## src/rtl/flash_port_pkg.sv

```systemverilog
package flash_port_pkg;
  typedef enum logic [1:0] {RD_ZERO, RD_PIPE, RD_CTRL} rdSel_e;

  typedef struct packed {
    logic   startWrite;
    logic   capture;
    rdSel_e rdSel;
  } portStrobes_t;
endpackage

```

## src/rtl/flash_port_ctrl.sv

```systemverilog
module flash_port_ctrl
  import flash_port_pkg::*;
#(
  parameter int ADDR_W = 12,
  parameter int DATA_W = 8,
  parameter int WIN_SIZE = 256,
  parameter logic [ADDR_W-1:0] WIN_BASE = 12'h800,
  parameter logic [ADDR_W-1:0] NOP_ADDR = 12'h001,
  parameter logic [ADDR_W-1:0] CTRL_ADDR = 12'h002,
  parameter logic [ADDR_W-1:0] INIT_ADDR = 12'h010,
  parameter logic [ADDR_W-1:0] LAST_ADDR = 12'h011,
  parameter logic [ADDR_W-1:0] TERM_ADDR = 12'h012,
  parameter int STROBE_CYC = 3
) (
  input  logic              clk,
  input  logic              rstN,
  input  logic [ADDR_W-1:0] hostAddr,
  input  logic              hostRd,
  input  logic              hostWr,
  input  logic [DATA_W-1:0] hostWdata,
  output logic              hostWait,
  output logic              protoErr,
  output logic              flashRe,
  output logic              flashWe,
  output portStrobes_t      strobes
);
  localparam int WIN_LSB = $clog2(WIN_SIZE);
  localparam int CNT_W = $clog2(STROBE_CYC) + 1;
  localparam logic [CNT_W-1:0] CNT_LOAD = CNT_W'(STROBE_CYC - 1);

  typedef enum logic [1:0] {ENG_IDLE, ENG_FETCH, ENG_WRITE} engState_e;

  engState_e engState;
  logic [CNT_W-1:0] strobeCnt;
  logic primed;
  logic errFlag;

  logic isWin, isInit, isLast, isTerm, isNop, isCtrl;
  logic busy, termZero, pipeAccess, startFetch, startWrite;

  assign isWin  = hostAddr[ADDR_W-1:WIN_LSB] == WIN_BASE[ADDR_W-1:WIN_LSB];
  assign isInit = hostAddr == INIT_ADDR;
  assign isLast = hostAddr == LAST_ADDR;
  assign isTerm = hostAddr == TERM_ADDR;
  assign isNop  = hostAddr == NOP_ADDR;
  assign isCtrl = hostAddr == CTRL_ADDR;

  assign busy       = engState != ENG_IDLE;
  assign termZero   = hostWr && !hostRd && isTerm && (hostWdata == '0);
  assign pipeAccess = (hostRd && (isWin || isInit || isLast))
                    || (hostWr && !hostRd && isWin) || termZero;
  assign hostWait   = pipeAccess && busy;
  assign startFetch = !busy && hostRd && (isInit || (isWin && primed));
  assign startWrite = !busy && hostWr && !hostRd && isWin;

  assign flashRe  = engState == ENG_FETCH;
  assign flashWe  = engState == ENG_WRITE;
  assign protoErr = errFlag;

  always_comb begin
    strobes.startWrite = startWrite;
    strobes.capture    = (engState == ENG_FETCH) && (strobeCnt == '0);
    if (hostRd && (isWin || isLast) && !isNop)
      strobes.rdSel = RD_PIPE;
    else if (hostRd && isCtrl)
      strobes.rdSel = RD_CTRL;
    else
      strobes.rdSel = RD_ZERO;
  end

  always_ff @(posedge clk or negedge rstN) begin
    if (!rstN) begin
      engState  <= ENG_IDLE;
      strobeCnt <= '0;
      primed    <= 1'b0;
      errFlag   <= 1'b0;
    end else begin
      if (!busy) begin
        if (startFetch) begin
          engState  <= ENG_FETCH;
          strobeCnt <= CNT_LOAD;
        end else if (startWrite) begin
          engState  <= ENG_WRITE;
          strobeCnt <= CNT_LOAD;
        end
        if (hostRd && isInit) primed <= 1'b1;
        if ((hostRd && isLast) || termZero) primed <= 1'b0;
        if (hostRd && (isWin || isLast) && !primed) errFlag <= 1'b1;
      end else if (strobeCnt == '0) begin
        engState <= ENG_IDLE;
      end else begin
        strobeCnt <= strobeCnt - 1'b1;
      end
    end
  end
endmodule

```

## src/rtl/flash_port_dp.sv

```systemverilog
module flash_port_dp
  import flash_port_pkg::*;
#(
  parameter int DATA_W = 8
) (
  input  logic              clk,
  input  logic              rstN,
  input  portStrobes_t      strobes,
  input  logic [DATA_W-1:0] flashDin,
  input  logic [DATA_W-1:0] hostWdata,
  input  logic              flashReady,
  output logic [DATA_W-1:0] hostRdata,
  output logic [DATA_W-1:0] flashDout
);
  logic [DATA_W-1:0] pipeReg;
  logic [DATA_W-1:0] writeReg;

  always_ff @(posedge clk or negedge rstN) begin
    if (!rstN) begin
      pipeReg  <= '0;
      writeReg <= '0;
    end else begin
      if (strobes.capture) pipeReg <= flashDin;
      if (strobes.startWrite) writeReg <= hostWdata;
    end
  end

  always_comb begin
    case (strobes.rdSel)
      RD_PIPE: hostRdata = pipeReg;
      RD_CTRL: hostRdata = {{(DATA_W-1){1'b0}}, flashReady};
      default: hostRdata = '0;
    endcase
  end

  assign flashDout = writeReg;
endmodule

```

## src/rtl/flash_data_port.sv

```systemverilog
module flash_data_port
  import flash_port_pkg::*;
#(
  parameter int ADDR_W = 12,
  parameter int DATA_W = 8,
  parameter int WIN_SIZE = 256,
  parameter logic [ADDR_W-1:0] WIN_BASE = 12'h800,
  parameter logic [ADDR_W-1:0] NOP_ADDR = 12'h001,
  parameter logic [ADDR_W-1:0] CTRL_ADDR = 12'h002,
  parameter logic [ADDR_W-1:0] INIT_ADDR = 12'h010,
  parameter logic [ADDR_W-1:0] LAST_ADDR = 12'h011,
  parameter logic [ADDR_W-1:0] TERM_ADDR = 12'h012,
  parameter int STROBE_CYC = 3
) (
  input  logic              clk,
  input  logic              rstN,
  input  logic [ADDR_W-1:0] hostAddr,
  input  logic              hostRd,
  input  logic              hostWr,
  input  logic [DATA_W-1:0] hostWdata,
  output logic [DATA_W-1:0] hostRdata,
  output logic              hostWait,
  output logic              protoErr,
  input  logic [DATA_W-1:0] flashDin,
  output logic [DATA_W-1:0] flashDout,
  output logic              flashRe,
  output logic              flashWe,
  input  logic              flashReady
);
  portStrobes_t strobes;

  flash_port_ctrl #(
    .ADDR_W(ADDR_W), .DATA_W(DATA_W), .WIN_SIZE(WIN_SIZE), .WIN_BASE(WIN_BASE),
    .NOP_ADDR(NOP_ADDR), .CTRL_ADDR(CTRL_ADDR), .INIT_ADDR(INIT_ADDR),
    .LAST_ADDR(LAST_ADDR), .TERM_ADDR(TERM_ADDR), .STROBE_CYC(STROBE_CYC)
  ) uCtrl (
    .clk(clk), .rstN(rstN), .hostAddr(hostAddr), .hostRd(hostRd), .hostWr(hostWr),
    .hostWdata(hostWdata), .hostWait(hostWait), .protoErr(protoErr),
    .flashRe(flashRe), .flashWe(flashWe), .strobes(strobes)
  );

  flash_port_dp #(.DATA_W(DATA_W)) uDp (
    .clk(clk), .rstN(rstN), .strobes(strobes), .flashDin(flashDin),
    .hostWdata(hostWdata), .flashReady(flashReady),
    .hostRdata(hostRdata), .flashDout(flashDout)
  );
endmodule

```

## config.mk

```make
export PLATFORM = sky130hd
export DESIGN_NAME = flash_data_port
export DESIGN_NICKNAME = d
export VERILOG_FILES = /design/src/rtl/flash_port_pkg.sv /design/src/rtl/flash_port_ctrl.sv /design/src/rtl/flash_port_dp.sv /design/src/rtl/flash_data_port.sv
export SDC_FILE = /design/constraint.sdc
export NUM_CORES = 1
export LEC_CHECK = 0
export BUFFER_PORTS_ARGS = -buffer_cell sky130_fd_sc_hd__buf_2
export CORE_MARGIN = 4
export CORE_UTILIZATION = 42
export CTS_BUF_LIST = sky130_fd_sc_hd__clkbuf_8 sky130_fd_sc_hd__clkbuf_16
export DETAILED_ROUTE_END_ITERATION = 10
export PLACE_DENSITY = 0.84
export SYNTH_ARGS = -nofsm -noshare
export SYNTH_HDL_FRONTEND = slang
export SYNTH_SLANG_ARGS = --single-unit
export TNS_END_PERCENT = 100
```

## constraint.sdc

```tcl
create_clock -name clk -period 1.6 [get_ports clk]
set_input_delay 0.16 -clock clk [delete_from_list [all_inputs] [get_ports clk]]
set_output_delay 0.16 -clock clk [all_outputs]
set_load 0.01 [all_outputs]
```

==> results.txt <==
----------------------------------------------------
[Run status]
  Run status ... finished, final reports clean

[Critical path]
  Crit path required time ... between 1 and 1.5 ns
  Cells traversed along the worst timing path ... buf_6 -> or3_4 -> and2b_2 -> a32o_2 -> and2_4 -> buf_6
  Worst Path Arrival ... 1.43 ns
  Critical Path Start Type ... input pin
  Crit-path slowest cell ... or3_4
  Kind of end point of the critical path ... output port
  Max FO, Critical Path ... 8
  Type of the worst setup path ... in -> out
  Most used cell along the critical path ... buf_6
  Max stage delay on crit path ... 0.38 ns

[Clock tree]
  Cts bufs inserted ... 3
  Clk sinks ... 23
  Clock latency at the later pin of the worst-skew pair ... 0.26 ns
  H-tree Lvls ... 1
  Buffers from clock root to sink, at most ... 2
  Clock slew seen by the registers of the worst setup and hold paths ... ~0.08 ns
  Clock tree from TritonCTS ... done
  Root buffer cell ... clkbuf_8

[Place]
  Routability congestion estimate from global placement ... 0.812
  Area after DPL ... 1560 um^2
  Pre-CTS worst setup slack ... -0.0729 ns
  HPWL Detailed ... 2.36 mm
  Quantity of I/O buffers inserted on ports ... 52
  Number of placed instances, taps included ... about 190

[Detailed routing]
  Wire length reported by the detailed router ... between 3 and 4 mm
  Number of antenna-violating nets in the routed design ... 0
  Total vias in the final route ... 1,069
  Avg Vias per Cell ... around 5.4
  Detailed-route wire length per cell ... between 15 and 20 um
  First-iteration detailed-routing DRC count ... 11
  DRC violation count after routing ... 0
  Number of iterations in the first detailed-routing pass ... 4

[Synth]
  Mux share of post-synthesis cell area ... 15.7%
  Yosys warning count ... 0
  Synth Cell Area ... around 1200 um^2
  Share of the yosys chip area belonging to registers ... around 48%
  Flip-flop and latch count after synthesis ... 23
  Basic-gate share of the synthesized area counting and, or, nand and nor cells ... 24.3%
  Mean instance size in the synthesized netlist ... approximately 11 um^2
  Adder-Cell Fraction of Synth Area ... 2.07%
  Synthesized-area fraction occupied by ao, oa, aoi and oai cells ... 7.97%
  Instance count of the mapped netlist ... 106
  Number of nets produced by synthesis ... 141
  Combinational family with the most area after synthesis ... simple AND/OR/NAND/NOR gates
  Post-synth cell types ... 36
  Post-Synth XOR/XNOR Area ... 0%

[STA]
  Headroom to the max-slew limit ... 66.3%
  Maximum frequency from static timing analysis ... 629 MHz
  Final critical-path share of the clock period ... 99.3%
  Number of pins with negative max-slew slack in the final report ... 0
  Final period demand of the worst path ... approximately 1.6 ns
  Final hold slack ... ~0.13 ns
  Worst-Margin Slew ... 0.505 ns
  Clock skew after layout ... 0.00343 ns
  Worst path setup slack after routing ... 0.0108 ns
  Setup repair after global routing missed its margin ... yes
  Endpoints failing hold ... 0
  Final TNS setup ... 0 ns
  Final number of setup-violating endpoints ... 0

[Die]
  Chip width ... between 60 and 70 um
  Standard-cell row count ... 19
  Count of pins on the block boundary ... 53
  DIE AREA ... 3800 um^2
  Vertical extent of the die ... 61.6 um
  Area inside the core boundary ... ~2800 um^2
  Starting Density ... 43.8%

[Global routing]
  Maximum number of pins on one net before global-route repair ... 24
  Global-route wire length before repair ... roughly 4.7 mm
  Number of global-route vias before repair ... 1,102
  Initial antenna violation count ... 0
  All-layer global routing usage ... 17.0%
  Total gr overflow ... 0

[Power]
  Lkg Pwr ... 0.889 nW
  PwrDens ... 900 nW/um^2
  Worst voltage drop across the vdd grid ... 0.672 mV
  Pwr Total ... roughly 1.5 mW

[Final layout]
  Antenna fix cells ... 0
  Final layout net count ... 204
  Finished Core Util ... about three fifths
  P&R area growth vs syn ... 40.1%
  Layout cell share with drive strength beyond 1 ... 55.4%
  Most common cell after layout, fill and taps aside ... buf_2
  Final std cell area, no fill ... between 1500 and 2000 um^2
  Post-route insts no fill ... 199
  Commonest cells after routing, fill and taps aside ... 47 x buf_2, 23 x dfrtp_1, 16 x mux2_2

[Flow run]
  Number of maximum-capacitance constraint violations ... 0

[Min path]
  Hold Crit Class ... in -> reg

----------------------------------------------------
logic make-up after synthesis:
group	count (synthesis)
multiplexers	17
buffers and inverters	6
adder cells (fa/ha/maj)	2
AO/OA/AOI/OAI	13
flip-flops	23
AND/OR/NAND/NOR	45
synth_stat cells:
cell,instances,area [um^2]
nand2b_1,1,6.26
nand3_1,3,15.0
a32oi_1,1,8.76
or3_1,1,6.26
o22ai_1,1,6.26
buf_2,1,5.00
nand4_1,1,6.26
nor4_1,1,6.26
nor4b_4,1,23.8
and2b_2,1,8.76
a21o_1,1,7.51
and3_1,2,12.5
nand2_1,6,22.5
dfrtp_1,23,576
and4b_2,1,11.3
and2_1,8,50.1
nor3_1,3,15.0
a32o_1,1,10.0
ha_1,2,25.0
nor2_1,3,11.3
nor3b_2,2,25.0
nor3b_1,1,7.51
a311o_1,1,10.0
o2bb2ai_1,1,8.76
mux2_2,16,180
o21ai_0,2,10.0
nor2b_1,8,50.1
inv_1,4,15.0
buf_4,1,7.51
nand3b_1,1,7.51
a41oi_1,1,8.76
o31ai_1,1,7.51
a21oi_1,2,10.0
and4_1,1,8.76
a22o_1,1,8.76
mux2i_1,1,10.0
area by class of cell:
| type | instances | area [um^2] |
|---|---|---|
| tap | 31 | 38.8 |
| inverter | 4 | 15.0 |
| multi-input combinational | 77 | 652 |
| sequential | 23 | 576 |
| fill | 225 | 1060 |
| timing repair buffer | 60 | 367 |
| clock buffer | 3 | 41.3 |
| clock inverter | 1 | 3.75 |
worst max-delay path, delay by kind of cell:
| family | cells | cell delay (ns) |
|---|---|---|
| and+or+nand+nor | 3 | 0.81 |
| AOI/OAI and AO/OA | 1 | 0.27 |
| buffers and inverters | 2 | 0.19 |
state kept, by name, indices dropped and copies added, names as in the netlist:
register         count
uCtrl.protoErr       1
uDp.flashDout        8
uDp.pipeReg          8
uCtrl.engState       2
uCtrl.strobeCnt      3
uCtrl.primed         1
final timing paths:
check                                        start                 to  slack (ns)  cells past startpoint
worst max-delay path                   hostAddr[8]       hostRdata[7]        0.01                      6
worst min-delay path                   flashDin[7]     uDp.pipeReg[7]        0.13                      2
worst max register to register  uCtrl.strobeCnt[1]     uDp.pipeReg[0]        0.09                      6
worst min register to register      uCtrl.protoErr     uCtrl.protoErr        0.47                      2
max in group asynchronous                     rstN     uDp.pipeReg[3]        0.87                      2
min in group asynchronous                     rstN  uCtrl.engState[1]        0.39                      2
power breakdown:
group,switching (mW),total (mW),leakage [nW],internal [mW]
Sequential,0.0498,0.704,0.303,0.655
Combinational,0.217,0.467,0.559,0.250
Clock,0.180,0.352,0.0269,0.171
layer usage:
layer	vias to the layer above	part of all wire (%)	global-route usage [%]
li1	508	-	-
met4	0	0.92	4.85
met1	520	38	20.3
met3	4	7.9	3.77
met5	-	0	0
met2	37	53	30.3
timing repair:
action | CTS | global route
setup buffers | 1 | 0
hold buffers | 1 | 0
gates cloned | 0 | 0
endpoints found under the setup margin | 17 | 17
gates resized for setup | 3 | 14
hold endpoints to repair | 23 | 0
pin swaps | 1 | 7
Power figures use the tool's default switching activity.
